<file path="src/rtl/acc_cpu_pkg.sv">
package acc_cpu_pkg;

  typedef enum logic [2:0] {
    OP_LDA = 3'b000,
    OP_STA = 3'b001,
    OP_ADD = 3'b010,
    OP_SUB = 3'b011,
    OP_JMP = 3'b100,
    OP_BRA = 3'b101,
    OP_NOP = 3'b110,
    OP_HLT = 3'b111
  } opcode_e;

  localparam int OPC_W   = 3;
  localparam int NUM_SRC = 5;
  localparam int SRC_PC  = 0;
  localparam int SRC_MEM = 1;
  localparam int SRC_IRA = 2;
  localparam int SRC_ACC = 3;
  localparam int SRC_ALU = 4;

  typedef struct packed {
    logic [NUM_SRC-1:0] drv;
    logic               ld_mar;
    logic               ld_ir;
    logic               inc_pc;
    logic               ld_pc;
    logic               ld_b;
    logic               ld_a;
    logic               mem_wr;
    logic               use_mar;
    logic               set_halt;
    logic               sub;
  } ctrl_t;

endpackage

</file>
<file path="src/rtl/acc_cpu_seq.sv">
module acc_cpu_seq
  import acc_cpu_pkg::*;
(
  input  logic       clk,
  input  logic       rst,
  input  opcode_e    opcode,
  input  logic       acc_zero,
  output logic [3:0] step,
  output ctrl_t      ctl,
  output logic       halted
);

  always_ff @(posedge clk) begin
    if (rst) begin
      step   <= 4'b0001;
      halted <= 1'b0;
    end else begin
      if (ctl.set_halt) halted <= 1'b1;
      if (!halted)      step   <= {step[2:0], step[3]};
    end
  end

  always_comb begin
    ctl = '0;
    if (!halted) begin
      if (step[0]) begin
        ctl.drv[SRC_PC] = 1'b1;
        ctl.ld_mar      = 1'b1;
      end
      if (step[1]) begin
        ctl.drv[SRC_MEM] = 1'b1;
        ctl.use_mar      = 1'b1;
        ctl.ld_ir        = 1'b1;
        ctl.inc_pc       = 1'b1;
      end
      if (step[2]) begin
        unique case (opcode)
          OP_LDA: begin ctl.drv[SRC_MEM] = 1'b1; ctl.ld_a   = 1'b1; end
          OP_STA: begin ctl.drv[SRC_ACC] = 1'b1; ctl.mem_wr = 1'b1; end
          OP_ADD, OP_SUB: begin ctl.drv[SRC_MEM] = 1'b1; ctl.ld_b = 1'b1; end
          OP_JMP: begin ctl.drv[SRC_IRA] = 1'b1; ctl.ld_pc  = 1'b1; end
          OP_BRA: begin
            if (acc_zero) begin
              ctl.drv[SRC_IRA] = 1'b1;
              ctl.ld_pc        = 1'b1;
            end
          end
          OP_HLT: ctl.set_halt = 1'b1;
          default: ;
        endcase
      end
      if (step[3]) begin
        if (opcode == OP_ADD || opcode == OP_SUB) begin
          ctl.drv[SRC_ALU] = 1'b1;
          ctl.ld_a         = 1'b1;
          ctl.sub          = (opcode == OP_SUB);
        end
      end
    end
  end

  AST_RING_ONEHOT: assert property (@(posedge clk) disable iff (rst)
    $onehot(step)) else $error("ring lost its token");

  AST_HALT_STICKY: assert property (@(posedge clk) disable iff (rst)
    halted |=> halted) else $error("halt dropped");

  AST_HALT_FREEZE: assert property (@(posedge clk) disable iff (rst)
    halted |=> $stable(step)) else $error("ring moved while halted");

endmodule

</file>
<file path="src/rtl/acc_cpu_mem.sv">
module acc_cpu_mem #(
  parameter int DATA_W = 8,
  parameter int ADDR_W = 5,
  parameter logic [DATA_W*(2**ADDR_W)-1:0] INIT = '0
) (
  input  logic              clk,
  input  logic              rst,
  input  logic [ADDR_W-1:0] addr,
  input  logic              wr_en,
  input  logic [DATA_W-1:0] wr_data,
  output logic [DATA_W-1:0] rd_data
);

  localparam int DEPTH = 2**ADDR_W;

  logic [DATA_W-1:0] words [DEPTH];

  always_ff @(posedge clk) begin
    if (rst) begin
      for (int i = 0; i < DEPTH; i++) words[i] <= INIT[i*DATA_W +: DATA_W];
    end else if (wr_en) begin
      words[addr] <= wr_data;
    end
  end

  assign rd_data = words[addr];

  AST_WRITE_LANDS: assert property (@(posedge clk) disable iff (rst)
    wr_en |=> words[$past(addr)] == $past(wr_data)) else $error("store lost");

endmodule

</file>
<file path="src/rtl/acc_cpu_bus.sv">
module acc_cpu_bus #(
  parameter int W = 8,
  parameter int N = 5
) (
  input  logic              clk,
  input  logic              rst,
  input  logic [N-1:0][W-1:0] src,
  input  logic [N-1:0]      en,
  output logic [W-1:0]      bus,
  output logic              multi
);

  logic [N-1:0][W-1:0] gated;

  for (genvar i = 0; i < N; i++) begin : gen_gate
    assign gated[i] = src[i] & {W{en[i]}};
  end

  always_comb begin
    bus = '0;
    for (int i = 0; i < N; i++) bus = bus | gated[i];
  end

  assign multi = (en & (en - 1'b1)) != '0;

  AST_ONE_DRIVER: assert property (@(posedge clk) disable iff (rst)
    $onehot0(en)) else $error("two bus drivers");

endmodule

</file>
<file path="src/rtl/acc_bus_cpu.sv">
module acc_bus_cpu
  import acc_cpu_pkg::*;
#(
  parameter int DATA_W = 8,
  parameter int ADDR_W = 5,
  parameter logic [DATA_W*(2**ADDR_W)-1:0] PROGRAM = '0
) (
  input  logic              clk,
  input  logic              rst,
  output logic [DATA_W-1:0] acc_out,
  output logic              halted,
  output logic              bus_conflict
);

  localparam int PAD_W = DATA_W - ADDR_W;

  logic [ADDR_W-1:0] pc, mar, mem_addr;
  logic [DATA_W-1:0] ir, acc, opnd, bus, mem_rd, alu_y;
  logic [3:0]        step;
  logic              multi;
  ctrl_t             ctl;
  logic [NUM_SRC-1:0][DATA_W-1:0] src;

  function automatic logic [DATA_W-1:0] alu_op(
    input logic [DATA_W-1:0] a, input logic [DATA_W-1:0] b, input logic sub);
    return a + (sub ? ~b : b) + {{(DATA_W-1){1'b0}}, sub};
  endfunction

  acc_cpu_seq u_seq (
    .clk      (clk),
    .rst      (rst),
    .opcode   (opcode_e'(ir[DATA_W-1 -: OPC_W])),
    .acc_zero (acc == '0),
    .step     (step),
    .ctl      (ctl),
    .halted   (halted)
  );

  assign mem_addr = ctl.use_mar ? mar : ir[ADDR_W-1:0];

  acc_cpu_mem #(.DATA_W(DATA_W), .ADDR_W(ADDR_W), .INIT(PROGRAM)) u_mem (
    .clk     (clk),
    .rst     (rst),
    .addr    (mem_addr),
    .wr_en   (ctl.mem_wr),
    .wr_data (bus),
    .rd_data (mem_rd)
  );

  assign alu_y        = alu_op(acc, opnd, ctl.sub);
  assign src[SRC_PC]  = {{PAD_W{1'b0}}, pc};
  assign src[SRC_MEM] = mem_rd;
  assign src[SRC_IRA] = {{PAD_W{1'b0}}, ir[ADDR_W-1:0]};
  assign src[SRC_ACC] = acc;
  assign src[SRC_ALU] = alu_y;

  acc_cpu_bus #(.W(DATA_W), .N(NUM_SRC)) u_bus (
    .clk   (clk),
    .rst   (rst),
    .src   (src),
    .en    (ctl.drv),
    .bus   (bus),
    .multi (multi)
  );

  always_ff @(posedge clk) begin
    if (rst) begin
      pc           <= '0;
      mar          <= '0;
      ir           <= '0;
      acc          <= '0;
      opnd         <= '0;
      bus_conflict <= 1'b0;
    end else begin
      if (ctl.ld_mar) mar  <= bus[ADDR_W-1:0];
      if (ctl.ld_ir)  ir   <= bus;
      if (ctl.ld_b)   opnd <= bus;
      if (ctl.ld_a)   acc  <= bus;
      if (ctl.ld_pc)       pc <= bus[ADDR_W-1:0];
      else if (ctl.inc_pc) pc <= pc + 1'b1;
      if (multi) bus_conflict <= 1'b1;
    end
  end

  assign acc_out = acc;

  AST_PC_STEP: assert property (@(posedge clk) disable iff (rst)
    ctl.inc_pc |=> pc == $past(pc) + 1'b1) else $error("pc did not advance");

  AST_JMP_TARGET: assert property (@(posedge clk) disable iff (rst)
    ctl.ld_pc |=> pc == $past(ir[ADDR_W-1:0])) else $error("jump target wrong");

  AST_ACC_QUIET: assert property (@(posedge clk) disable iff (rst)
    !ctl.ld_a |=> acc == $past(acc)) else $error("accumulator drifted");

endmodule

</file>
<file path="config.mk">
export PLATFORM = sky130hd
export DESIGN_NAME = acc_bus_cpu
export DESIGN_NICKNAME = d
export VERILOG_FILES = /design/src/rtl/acc_cpu_pkg.sv /design/src/rtl/acc_cpu_seq.sv /design/src/rtl/acc_cpu_mem.sv /design/src/rtl/acc_cpu_bus.sv /design/src/rtl/acc_bus_cpu.sv
export SDC_FILE = /design/constraint.sdc
export NUM_CORES = 1
export LEC_CHECK = 0
export ABC_CLOCK_PERIOD_IN_PS = 5800
export BUFFER_PORTS_ARGS = -buffer_cell sky130_fd_sc_hd__buf_2
export CAP_MARGIN = 5
export CORE_AREA = 4 4 175 177
export DETAILED_ROUTE_END_ITERATION = 10
export DIE_AREA = 0 0 179 181
export SETUP_SLACK_MARGIN = 0.1
export SLEW_MARGIN = 25
export SYNTH_ARGS = -nofsm -noshare
export SYNTH_HDL_FRONTEND = slang
export SYNTH_HIERARCHICAL = 1
export SYNTH_SLANG_ARGS = --single-unit
</file>
<file path="constraint.sdc">
create_clock -name clk -period 5.8 [get_ports clk]
set_input_delay 0.58 -clock clk [delete_from_list [all_inputs] [get_ports clk]]
set_output_delay 0.58 -clock clk [all_outputs]
set_load 0.01 [all_outputs]
</file>
# Word-level counts from Yosys, hierarchy flattened
# Memories as Yosys holds them, arrays and structs flattened.
# Index checks and enable logic that the tools add are counted.
# Widths: inputs -> output; s select.
# op_classes
add_sub_neg	4
n_eq_ne	6
mux	32
n_bitwise	11
n_reduce_logical	8
# ops
op	count
$or 8x8->8	4
$and 8x8->8	3
$mux 1	20
$mux 5	4
$and 5x8->8	2
$mux 8	2
$mux 15	1
$eq 3x3->1 const B	3
$add 8x1->8	1
$add 8x8->8	1
$logic_not 8->1	1
$not 8->8	1
$reduce_or 8->1	1
$eq 3x2->1 const B	2
$add 5x1->5 const B	1
$and 5x5->5	1
$reduce_bool 5->1	1
$sub 5x1->5 const B	1
$mux 2	2
$mux 4	1
$eq 3x1->1 const B	1
$logic_not 3->1	1
$mux 3	1
$reduce_or 3->1	1
other kinds (4)	4
# totals
ff_bits	40
ram_bits	256
inputBits	2
output_inout_bits	10
wordCells	70
mem_count	1
# memory_table
name	depth	width	rd	rd_clocked_by_memory_dff	write_ports	line	source
u_mem.words	32	8	1	0	32	acc_cpu_mem.sv:16	logic [DATA_W-1:0] words [DEPTH];

# Logic depth before layout (Yosys ltp)
# An unclocked memory read counts as a cell.
# depth
ltp_word	15
ltp_mapped	15
ltp_nobuf	13

# Hierarchy
# Netlist, hierarchy kept.
# modules_own_cells
mod	instances	cells_per_inst	area_each_um2	seq_area_each_um2
acc_cpu_mem	1	885	12046.6	7687.4
acc_bus_cpu	1	181	1756.7	700.7
acc_cpu_seq	1	42	320.3	100.1
acc_cpu_bus	1	32	245.2	0.0

# Worst setup path after synthesis
# Ideal clock, no wire load.
# synth_path
path_kind	register to register
start	reg u_seq.halted
end	mem u_mem.words[0][6], data pin
setup_time_ps	255
arrival_ps	3010
required_time_ps	5545
setup_slack_ps	2535
path_stages_with_launch	16
n_path_buf	3
period_less_slack_ps	3265
cell_sequence	dfxtp_1 > buf_2 > nand2b_4 > nor2_2 > and2_1 > buf_6 > mux2_4 > fa_1 > a21o_1 > a21oi_1 > nand3b_1 > nand3_1 > a222oi_1 > nand2_1 > clkbuf_1 > and2_1
# synth_lines
element	line	source
start: declaration	acc_cpu_seq.sv:10	output logic halted
start signal: assignment	acc_cpu_seq.sv:16	halted <= 1'b0;
start signal: assignment	acc_cpu_seq.sv:18	if (ctl.set_halt) halted <= 1'b1;
end: declaration	acc_cpu_mem.sv:16	

==> impl_metrics.env <==
export IMPL_firstDrtPassIters=5
export IMPL_critPathKind="register to register"
export IMPL_hp_start="bus_conflict$_SDFFE_PP0P_"
export IMPL_powerDensity_nw_per_um2=301
export IMPL_antenna_found_initial=0
export IMPL_cts_root_buf="clkbuf_16"
export IMPL_gr_usage_all_layers_pct=21.3
export IMPL_cp_common_cell="and2_1"
export IMPL_core_area_um2=29200
export IMPL_pre_cts_ws_ps=734
export IMPL_fin_setup_tns_ps=0
export IMPL_finalCritPeriodShare_pct=87.9
export IMPL_wirelength_um=34300
export IMPL_layout_nets=1132
export IMPL_path_depth=13
export IMPL_wl_met1_um=14900
export IMPL_synth_avg_cell_area_um2=12.6
export IMPL_vias=8559
export IMPL_clk_latency_ps=500
export IMPL_path_cells="nand2b_4 > nor2_2 > and2_1 > xor2_1 > fa_1 > a21o_1 > a21oi_1 > nand3b_1 > nand3_1 > a222oi_1 > nand2_1 > buf_4 > and2_1"
export IMPL_cp_required_ps=6050
export IMPL_num_antenna_cells=0
export IMPL_postRouteAntennaNets=0
export IMPL_r2r_start="u_seq/halted$_SDFFE_PP0P_"
export IMPL_multiInputGateArea_um2=5470
export IMPL_slew_violations=0
export IMPL_worst_setup_path_end_kind="register"
export IMPL_fin_skew_ps=17.5
export IMPL_r2r_setup_slack_ps=700
export IMPL_first_global_vias=8554
export IMPL_final_cells=1535
export IMPL_cts_tree="done"
export IMPL_cts_hold_buffers=0
export IMPL_cp_max_fo=18
export IMPL_fmax_mhz=196
export IMPL_clockBufferDepth=3
export IMPL_io_buffers=11
export IMPL_grt_max_degree=61
export IMPL_drtIter0Drc=862
export IMPL_hold_class="register to register"
export IMPL_route_detailed_drc=0
export IMPL_place_inst=1476
export IMPL_place_gp_congestion=0.842
export IMPL_max_vdd_ir_drop_uv=229
export IMPL_top_layer="met4"
export IMPL_cts_buffers_inserted=34
export IMPL_r2r_cells=13
export IMPL_cp_top_family="simple AND/OR/NAND/NOR gates"
export IMPL_worst_pin_slew_ps=974
export IMPL_critPathSlowestCell="nand2_1"
export IMPL_cts_htree_levels=2
export IMPL_fillCellCount=2427
export IMPL_cts_resized=0
export IMPL_area_growth_pct=9.24
export IMPL_cp_data_arrival_time_ps=5350
export IMPL_wl_met3_um=1620
export IMPL_die_area_um2=32400
export IMPL_setup_viol=0
export IMPL_postSynthCellCount=1138
export IMPL_overflow=0
export IMPL_grt_pass1_wl_um=52600
export IMPL_max_cap_viol_count=0
export IMPL_r2r_end="u_mem/words[15][6]$_SDFFCE_PN0P_"
export IMPL_cts_setup_buffers=0
export IMPL_hpwl_um=22700
export IMPL_critPathBufInv=1
export IMPL_slew_headroom_pct=34.8
export IMPL_p_leak_nw=5.56
export IMPL_grt_setup_unrepaired="no"
export IMPL_crit_start="u_seq/halted$_SDFFE_PP0P_"
export IMPL_max_stage_delay_ps=700
export IMPL_wl_met2_um=16900
export IMPL_fin_crit_ps=5100
export IMPL_yosysWarnings=6
export IMPL_status="complete, no violations"
export IMPL_crit_path_end="u_mem/words[15][6]$_SDFFCE_PN0P_"
export IMPL_drive_above_1_share_pct=12.0
export IMPL_synth_area_um2=14400
export IMPL_die_w_um=179
export IMPL_start_util_pct=49.1
export IMPL_avgViaCountPerCell=5.58
export IMPL_setup_ws_ps=700
export IMPL_start_kind="register"
export IMPL_fp_dieH_um=181
export IMPL_wire_per_inst_um=22.3
export IMPL_hold_viol_final=0
export IMPL_seq_area_um2=8490
export IMPL_cts_sinks=296
export IMPL_boundaryPins=12
export IMPL_clk_pin_slew_ps=60
export IMPL_num_rows=63
placed cells by master, fill, tap and decap left out, drive strengths merged, types with 2 or more instances in the layout:
| master | count |
|---|---|
| a21o | 2 |
| a21oi | 10 |
| a222oi | 8 |
| a22oi | 8 |
| and2 | 257 |
| and4 | 2 |
| buf | 27 |
| clkbuf | 49 |
| clkinv | 8 |
| conb | 6 |
| dfxtp | 40 |
| edfxtp | 256 |
| ha | 7 |
| inv | 3 |
| mux2 | 6 |
| mux2i | 161 |
| nand2 | 23 |
| nand2b | 5 |
| nand3 | 2 |
| nand3b | 3 |
| nand4 | 3 |
| nand4b | 5 |
| nand4bb | 6 |
| nor2 | 78 |
| nor2b | 4 |
| nor3 | 8 |
| nor3b | 3 |
| nor4 | 16 |
| o22ai | 64 |
| or2 | 33 |
| or3b | 2 |
| or4 | 3 |
| or4b | 4 |
| xnor2 | 9 |
| xor2 | 9 |
worst min-delay path, delay by kind of cell, from the launching register on:
family           cells  cell delay, ps
flip-flops           1             320
AND/OR/NAND/NOR      2             110
registers in the layout, summed over array words and instances (netlist names):
name,count
u_mem/words,256
acc_out,8
bus_conflict,1
mar,5
opnd,8
u_seq/halted,1
pc,5
u_seq/step,4
ir,8
how the worst min path moves through the flow:
stage	to	slack [ps]	cells past startpoint
floorplan	u_seq/step[0]$_SDFFE_PP1N_	420	2
global placement	bus_conflict$_SDFFE_PP0P_	440	2
detailed placement	u_seq/step[0]$_SDFFE_PP1N_	450	2
CTS	u_seq/step[0]$_SDFFE_PP1N_	470	2
global route	bus_conflict$_SDFFE_PP0P_	500	2
finish	bus_conflict$_SDFFE_PP0P_	460	2
routing by layer:
metal	GRT usage [%]	up-vias
li1	-	4090
met1	29.4	4197
met2	35.4	221
met3	3.06	51
met4	5.62	0
met5	0	-
layout make-up:
cell class / count / share of cell area [%]
Multi-Input combinational cell: 760 / 34.9
Clock buffer: 49 / 6.19
Tap cell: 390 / 3.11
Sequential cell: 296 / 54.1
Clock inverter: 10 / 0.455
Inverter: 3 / 0.0718
Timing Repair Buffer: 27 / 1.20
metrics by stage:
step,power (mW),util (%),hold WS [ps],instance area [um^2]
global placement,2.77,50.1,443,14600
detailed placement,2.77,50.1,453,14600
floorplan,2.65,-,422,14400
finish,4.72,53.6,465,15700
global route,4.89,53.6,495,15700
CTS,4.77,53.6,468,15700
where the power goes:
part | leakage [nW] | switching, mW | total [mW] | internal [mW]
sequential | 2.97 | 0.0258 | 2.40 | 2.37
clock | 0.504 | 0.797 | 2.00 | 1.20
combinational | 2.09 | 0.227 | 0.321 | 0.0940
Note: power is estimated with default switching activity, not from simulation.
